## src/rtl/texblk_pkg.sv

```systemverilog
package texblk_pkg;
  localparam int CH_W    = 8;
  localparam int RED_W   = 5;
  localparam int GRN_W   = 6;
  localparam int BLU_W   = 5;
  localparam int EP_W    = RED_W + GRN_W + BLU_W;
  localparam int SIDE    = 4;
  localparam int NTEX    = SIDE * SIDE;
  localparam int IDX_W   = 2;
  localparam int NPAL    = 1 << IDX_W;
  localparam int BLK_W   = 2 * EP_W + NTEX * IDX_W;
  localparam int POS_W   = $clog2(NTEX);
  localparam int COORD_W = $clog2(SIDE);
  localparam int PIX_W   = 3 * CH_W;

  typedef struct packed {
    logic [CH_W-1:0] r;
    logic [CH_W-1:0] g;
    logic [CH_W-1:0] b;
  } rgb_t;
endpackage

```

## src/rtl/texblk_widen.sv

```systemverilog
// Widens a narrow channel by repeating its bits from the top down.
module texblk_widen #(
  parameter int IN_W  = 5,
  parameter int OUT_W = 8
) (
  input  logic [IN_W-1:0]  din,
  output logic [OUT_W-1:0] dout
);
  for (genvar i = 0; i < OUT_W; i++) begin : g_bit
    assign dout[OUT_W-1-i] = din[IN_W-1-(i % IN_W)];
  end
endmodule

```

## src/rtl/texblk_palette.sv

```systemverilog
// Combinational palette builder: two packed endpoints in, four colors out.
module texblk_palette
  import texblk_pkg::*;
#(
  parameter int C_W = CH_W
) (
  input  logic [EP_W-1:0]      ep0,
  input  logic [EP_W-1:0]      ep1,
  output rgb_t [NPAL-1:0]      pal
);
  localparam int SUM_W  = C_W + 2;
  // floor(x/3) == (x*683)>>11 holds for every x below 2048, so C_W <= 9.
  localparam int DIV_K  = 683;
  localparam int DIV_SH = 11;
  localparam int PROD_W = SUM_W + 10;

  function automatic logic [C_W-1:0] third(input logic [SUM_W-1:0] x);
    logic [PROD_W-1:0] p;
    p = PROD_W'(x) * PROD_W'(DIV_K);
    return C_W'(p >> DIV_SH);
  endfunction

  logic [1:0][EP_W-1:0]         eps;
  logic [1:0][2:0][C_W-1:0]     ch;     // [endpoint][2=red,1=green,0=blue]
  logic [2:0][C_W-1:0]          near_t, far_t, mid_t;
  logic                         mid_mode;

  assign eps      = {ep1, ep0};
  assign mid_mode = (ep0 <= ep1);

  for (genvar e = 0; e < 2; e++) begin : g_ep
    texblk_widen #(.IN_W(RED_W), .OUT_W(C_W)) u_red (
      .din (eps[e][EP_W-1 -: RED_W]),
      .dout(ch[e][2])
    );
    texblk_widen #(.IN_W(GRN_W), .OUT_W(C_W)) u_grn (
      .din (eps[e][BLU_W +: GRN_W]),
      .dout(ch[e][1])
    );
    texblk_widen #(.IN_W(BLU_W), .OUT_W(C_W)) u_blu (
      .din (eps[e][BLU_W-1:0]),
      .dout(ch[e][0])
    );
  end

  for (genvar k = 0; k < 3; k++) begin : g_ch
    logic [SUM_W-1:0] s_near, s_far, s_mid;
    assign s_near    = {1'b0, ch[0][k], 1'b0} + SUM_W'(ch[1][k]);
    assign s_far     = SUM_W'(ch[0][k]) + {1'b0, ch[1][k], 1'b0};
    assign s_mid     = SUM_W'(ch[0][k]) + SUM_W'(ch[1][k]);
    assign near_t[k] = third(s_near);
    assign far_t[k]  = third(s_far);
    assign mid_t[k]  = s_mid[C_W:1];

    always_comb begin

      third_near_chk: assert ((SUM_W'(near_t[k]) * SUM_W'(3)) <= s_near &&
                              s_near < (SUM_W'(near_t[k]) * SUM_W'(3)) + SUM_W'(3));

      third_far_chk: assert ((SUM_W'(far_t[k]) * SUM_W'(3)) <= s_far &&
                             s_far < (SUM_W'(far_t[k]) * SUM_W'(3)) + SUM_W'(3));
    end
  end

  assign pal[0] = ch[0];
  assign pal[1] = ch[1];
  assign pal[2] = mid_mode ? mid_t : near_t;
  assign pal[3] = mid_mode ? '0    : far_t;
endmodule

```

## src/rtl/texblk_stream.sv

```systemverilog
// Holds the palette and codes of one tile and presents its texels in order.
module texblk_stream
  import texblk_pkg::*;
(
  input  logic                    clk,
  input  logic                    rst,
  input  logic                    in_valid,
  output logic                    in_ready,
  input  logic [NTEX*IDX_W-1:0]   idx_in,
  input  rgb_t [NPAL-1:0]         pal_in,
  output logic                    out_valid,
  input  logic                    out_ready,
  output rgb_t                    out_pix,
  output logic [COORD_W-1:0]      out_row,
  output logic [COORD_W-1:0]      out_col,
  output logic                    out_last
);
  localparam logic [POS_W-1:0] LAST_POS = POS_W'(NTEX - 1);

  rgb_t [NPAL-1:0]         pal_q;
  logic [NTEX*IDX_W-1:0]   idx_q;
  logic [POS_W-1:0]        pos_q;
  logic [POS_W-1:0]        pos_nx;
  logic                    valid_q;
  rgb_t                    pix_q;
  logic                    accept, take, at_end;

  function automatic logic [IDX_W-1:0] code_at(input logic [NTEX*IDX_W-1:0] v,
                                               input logic [POS_W-1:0] p);
    return v[p*IDX_W +: IDX_W];
  endfunction

  assign in_ready = !valid_q;
  assign accept   = in_valid && in_ready;
  assign take     = valid_q && out_ready;
  assign at_end   = (pos_q == LAST_POS);
  assign pos_nx   = pos_q + 1'b1;

  always_ff @(posedge clk) begin
    if (rst) begin
      valid_q <= 1'b0;
      pos_q   <= '0;
      pix_q   <= '0;
    end else if (accept) begin
      pal_q   <= pal_in;
      idx_q   <= idx_in;
      pos_q   <= '0;
      valid_q <= 1'b1;
      pix_q   <= pal_in[code_at(idx_in, '0)];
    end else if (take) begin
      if (at_end) begin
        valid_q <= 1'b0;
      end else begin
        pos_q <= pos_nx;
        pix_q <= pal_q[code_at(idx_q, pos_nx)];
      end
    end
  end

  assign out_valid = valid_q;
  assign out_pix   = pix_q;
  assign out_row   = pos_q[POS_W-1 -: COORD_W];
  assign out_col   = pos_q[COORD_W-1:0];
  assign out_last  = valid_q && at_end;


  stall_hold_chk: assert property (@(posedge clk) disable iff (rst)
    (valid_q && !out_ready) |=> (valid_q && $stable(pix_q) && $stable(pos_q)));

  raster_step_chk: assert property (@(posedge clk) disable iff (rst)
    (take && !at_end) |=> (valid_q && pos_q == $past(pos_q) + 1'b1));

  tile_done_chk: assert property (@(posedge clk) disable iff (rst)
    (take && at_end) |=> (!valid_q && in_ready));

  tile_load_chk: assert property (@(posedge clk) disable iff (rst)
    accept |=> (valid_q && pos_q == '0));
endmodule

```

## src/rtl/texblk_decoder.sv

```systemverilog
module texblk_decoder
  import texblk_pkg::*;
(
  input  logic                clk,
  input  logic                rst,
  input  logic                in_valid,
  output logic                in_ready,
  input  logic [BLK_W-1:0]    in_block,
  output logic                out_valid,
  input  logic                out_ready,
  output logic [PIX_W-1:0]    out_rgb,
  output logic [COORD_W-1:0]  out_row,
  output logic [COORD_W-1:0]  out_col,
  output logic                out_last
);
  rgb_t [NPAL-1:0] pal_w;
  rgb_t            pix_w;

  texblk_palette u_pal (
    .ep0(in_block[EP_W-1:0]),
    .ep1(in_block[2*EP_W-1:EP_W]),
    .pal(pal_w)
  );

  texblk_stream u_seq (
    .clk      (clk),
    .rst      (rst),
    .in_valid (in_valid),
    .in_ready (in_ready),
    .idx_in   (in_block[BLK_W-1:2*EP_W]),
    .pal_in   (pal_w),
    .out_valid(out_valid),
    .out_ready(out_ready),
    .out_pix  (pix_w),
    .out_row  (out_row),
    .out_col  (out_col),
    .out_last (out_last)
  );

  assign out_rgb = pix_w;
endmodule

```

## config.mk

```make
export PLATFORM = sky130hd
export DESIGN_NAME = texblk_decoder
export DESIGN_NICKNAME = d
export VERILOG_FILES = /design/src/rtl/texblk_pkg.sv /design/src/rtl/texblk_widen.sv /design/src/rtl/texblk_palette.sv /design/src/rtl/texblk_stream.sv /design/src/rtl/texblk_decoder.sv
export SDC_FILE = /design/constraint.sdc
export NUM_CORES = 1
export LEC_CHECK = 0
export BUFFER_PORTS_ARGS = -buffer_cell sky130_fd_sc_hd__buf_2
export CORE_UTILIZATION = 40
export DETAILED_ROUTE_END_ITERATION = 6
export PLACE_DENSITY = 0.57
export RECOVER_POWER = 50
export SYNTH_ARGS = -nofsm -noshare
export SYNTH_HDL_FRONTEND = slang
export SYNTH_SLANG_ARGS = --single-unit
```

## constraint.sdc

```tcl
create_clock -name clk -period 20.8 [get_ports clk]
set_clock_uncertainty 0.2 [all_clocks]
set_input_delay 5.2 -clock clk [delete_from_list [all_inputs] [get_ports clk]]
set_output_delay 5.2 -clock clk [all_outputs]
set_load 0.03 [all_outputs]
```

==> qor.csv <==
metric;value;unit
outcome;finished, violations left;
slowest stage delay, CP;3.21;ns
Crit-path slowest cell;clkbuf_1;
worst slew pin tran;4.326;ns
Hold Buf Count CTS;0;
Post-Syn Area;0.01931;mm^2
global route overflow;0;
critical path's most frequent cell;clkbuf_1;
row cnt;80;
number of clock sinks;141;
Final HPWL DP;41080;um
launch point of the worst reg-to-reg path;u_seq.out_valid;
GPL Wtd Cong;0.8763;
fraction of the yosys area taken by sequential cells;20.42;%
# H-tree levels;4;
# Max-Cap Violations;5;
Post-synth EDFFs;112;
DRC violations left;0;
drt pass-1 iters;5;
layout cells sized above 1;5.034;%
setup repair bufs after CTS;0;
Die Footprint;0.04916;mm^2
IO Pins;99;
RSZ-0062 raised after global routing;false;
Final period util;58.36;%
crit-path cells;clkbuf_1 > nor2_1 > clkbuf_1;
ys async rst share;0;%
maximum number of pins on one net before global-route repair;77;
fin crit period;12.14;ns
CTS Buf Count;17;
# nets final;2673;
share of the synthesized area in the top cell type;26.30;%
Area growth, synth to finish;8.396;%
failing checks;max-capacitance violations, max-slew violations;
Worst Setup End Kind;flip-flop;
Fmax;0.08238;GHz
worst path bufs/invs;2;
Root Buffer;clkbuf_16;
vias in the first global route;15280;
top cells by area, synth;ha_1 (26%), edfxtp_1 (17%), fa_1 (13%), inv_1 (5.9%), xnor2_1 (4.7%);
Post-Syn Nets;2591;
CP startpoint kind;primary input;
via count;14770;
first-pass GRT wire length;82700;um
Yosys warning total;0;
relative slew slack;-188.4;%
Core Util, Final;43.94;%
Fill cells;4582;
HP Class;reg2reg;
most numerous cell in the Yosys netlist;ha_1;
vias per inst;5.466;
Unique masters post-synth;83;
initial antenna violation count;1;
DRT antenna net count;0;
Detailed Route WL;51370;um
Worst Hold End;u_seq.pos_q[1];
endpoints failing hold;0;
gr usage total;21.12;%
initial core utilization;40.53;%
Setup TNS;0;ns
# setup viols final;0;
synth cell count leaders;ha_1 (406), inv_1 (304), fa_1 (126), edfxtp_1 (112), nor2_1 (111);
Clock Latency Late Sink;0.44;ns
Post-Syn Instances;1991;
DR iter-0 viols;879;
Core ar.;0.04765;mm^2
Synth Register Bits;141;
diode count;0;
reg2reg setup slack;13.54;ns
number of cells on the worst hold path;2;
die width;221.7;um
cts repair resizes;0;
critical path fanouts, max;76;
CTS tree;done;
Yosys top cell by area;ha_1;
port buffer count;98;
CTS Buffer Depth;2;
HP Start;u_seq.pos_q[1];
DR WL/cell;19.02;um
Clk pin slew, worst setup/hold paths;0.07;ns
Crit path required time;20.53;ns
WS Path Type;in2reg;
Worst R2R Path Depth;5;
Final Max Tran Viols;208;
DIE HEIGHT;221.7;um
R2R Path End;u_seq.idx_q[23];
Synth Flop Type;edfxtp_1;
cell family with most CP delay;buffers and inverters;
crit path DAT;11.87;ns
Mean Syn Cell Area;9.700;um^2
[state kept, by name (all words and copies together) (netlist names)]
name / cells
u_seq.out_valid: 1
u_seq.out_pix: 24
u_seq.pos_q: 4
u_seq.idx_q: 32
u_seq.pal_q: 80
[logic make-up after synthesis]
kind of cell	after synthesis	synth area share, %
AO/OA/AOI/OAI	386	13.52
XOR/XNOR	136	6.246
adder cells (fa/ha/maj)	532	39.37
buffers and inverters	352	7.185
flip-flops	141	20.42
multiplexers	62	3.907
AND/OR/NAND/NOR	382	9.355
[worst min-delay path, stage by stage, from the launching register on]
cell and delay [ns]:
dfxtp_1 0.34, nand2_1 0.06, a21oi_1 0.05
[final cells by class]
type	instances	area, um^2	area share (%)
Multi-Input combinational cell	1498	14000	66.88
Clock buffer	17	425.4	2.032
Clock inverter	15	161.4	0.7710
Tap cell	615	769.5	3.676
Inverter	305	1145	5.469
Timing Repair Buffer	110	489.2	2.337
Sequential cell	141	3944	18.84
[through the flow]
stage | hold WS, ns | setup WS [ns] | instances | area (um^2)
floorplan | 0.3725 | 9.697 | 1991 | 19310
global placement | 0.2821 | 8.749 | 2669 | 20450
detailed placement | 0.2888 | 8.601 | 2669 | 20450
CTS | 0.2981 | 9.066 | 2701 | 21030
global route | 0.3346 | 8.157 | 2701 | 20930
finish | 0.2994 | 8.661 | 2701 | 20930
[worst max-delay path by stage]
| stage | start | end | slack [ns] | cells past startpoint |
|---|---|---|---|---|
| after floorplan | in_block[10] | u_seq.out_pix[13] | 9.70 | 25 |
| after global placement | in_block[10] | u_seq.out_pix[15] | 8.75 | 26 |
| after detailed placement | in_block[18] | u_seq.out_pix[6] | 8.60 | 29 |
| after CTS | in_block[18] | u_seq.out_pix[6] | 9.07 | 29 |
| after global routing | rst | u_seq.idx_q[5] | 8.16 | 3 |
| final | rst | u_seq.idx_q[23] | 8.66 | 3 |
[cells in the final DEF (no fill, tap or decap), types with 29 or more instances in the layout]
| master | synthesis | layout |
|---|---|---|
| ha_1 | 406 | 406 |
| inv_1 | 304 | 304 |
| fa_1 | 126 | 126 |
| edfxtp_1 | 112 | 112 |
| nor2_1 | 111 | 110 |
| xnor2_1 | 103 | 103 |
| a21oi_1 | 101 | 101 |
| nand2_1 | 98 | 98 |
| clkbuf_1 | 27 | 67 |
| o21ai_0 | 62 | 61 |
| mux2i_1 | 51 | 51 |
| a21o_1 | 36 | 36 |
| nand3_1 | 35 | 35 |
| buf_2 | 10 | 34 |
| xor2_1 | 31 | 31 |
| nor3_1 | 31 | 31 |
| dfxtp_1 | 29 | 29 |
[per-layer routing]
| metal | GRT usage [%] | routed length (um) | vias to the layer above |
|---|---|---|---|
| met4 | 3.539 | 631 | 2 |
| met3 | 2.756 | 2364 | 46 |
| met1 | 28.56 | 23850 | 7175 |
| met5 | 0 | 13 | - |
| met2 | 36.34 | 24510 | 357 |
| li1 | - | - | 7185 |
Power is left out: the tool's default activity adds up to more than one toggle a clock period on the data nets, which glitch-free logic cannot reach.
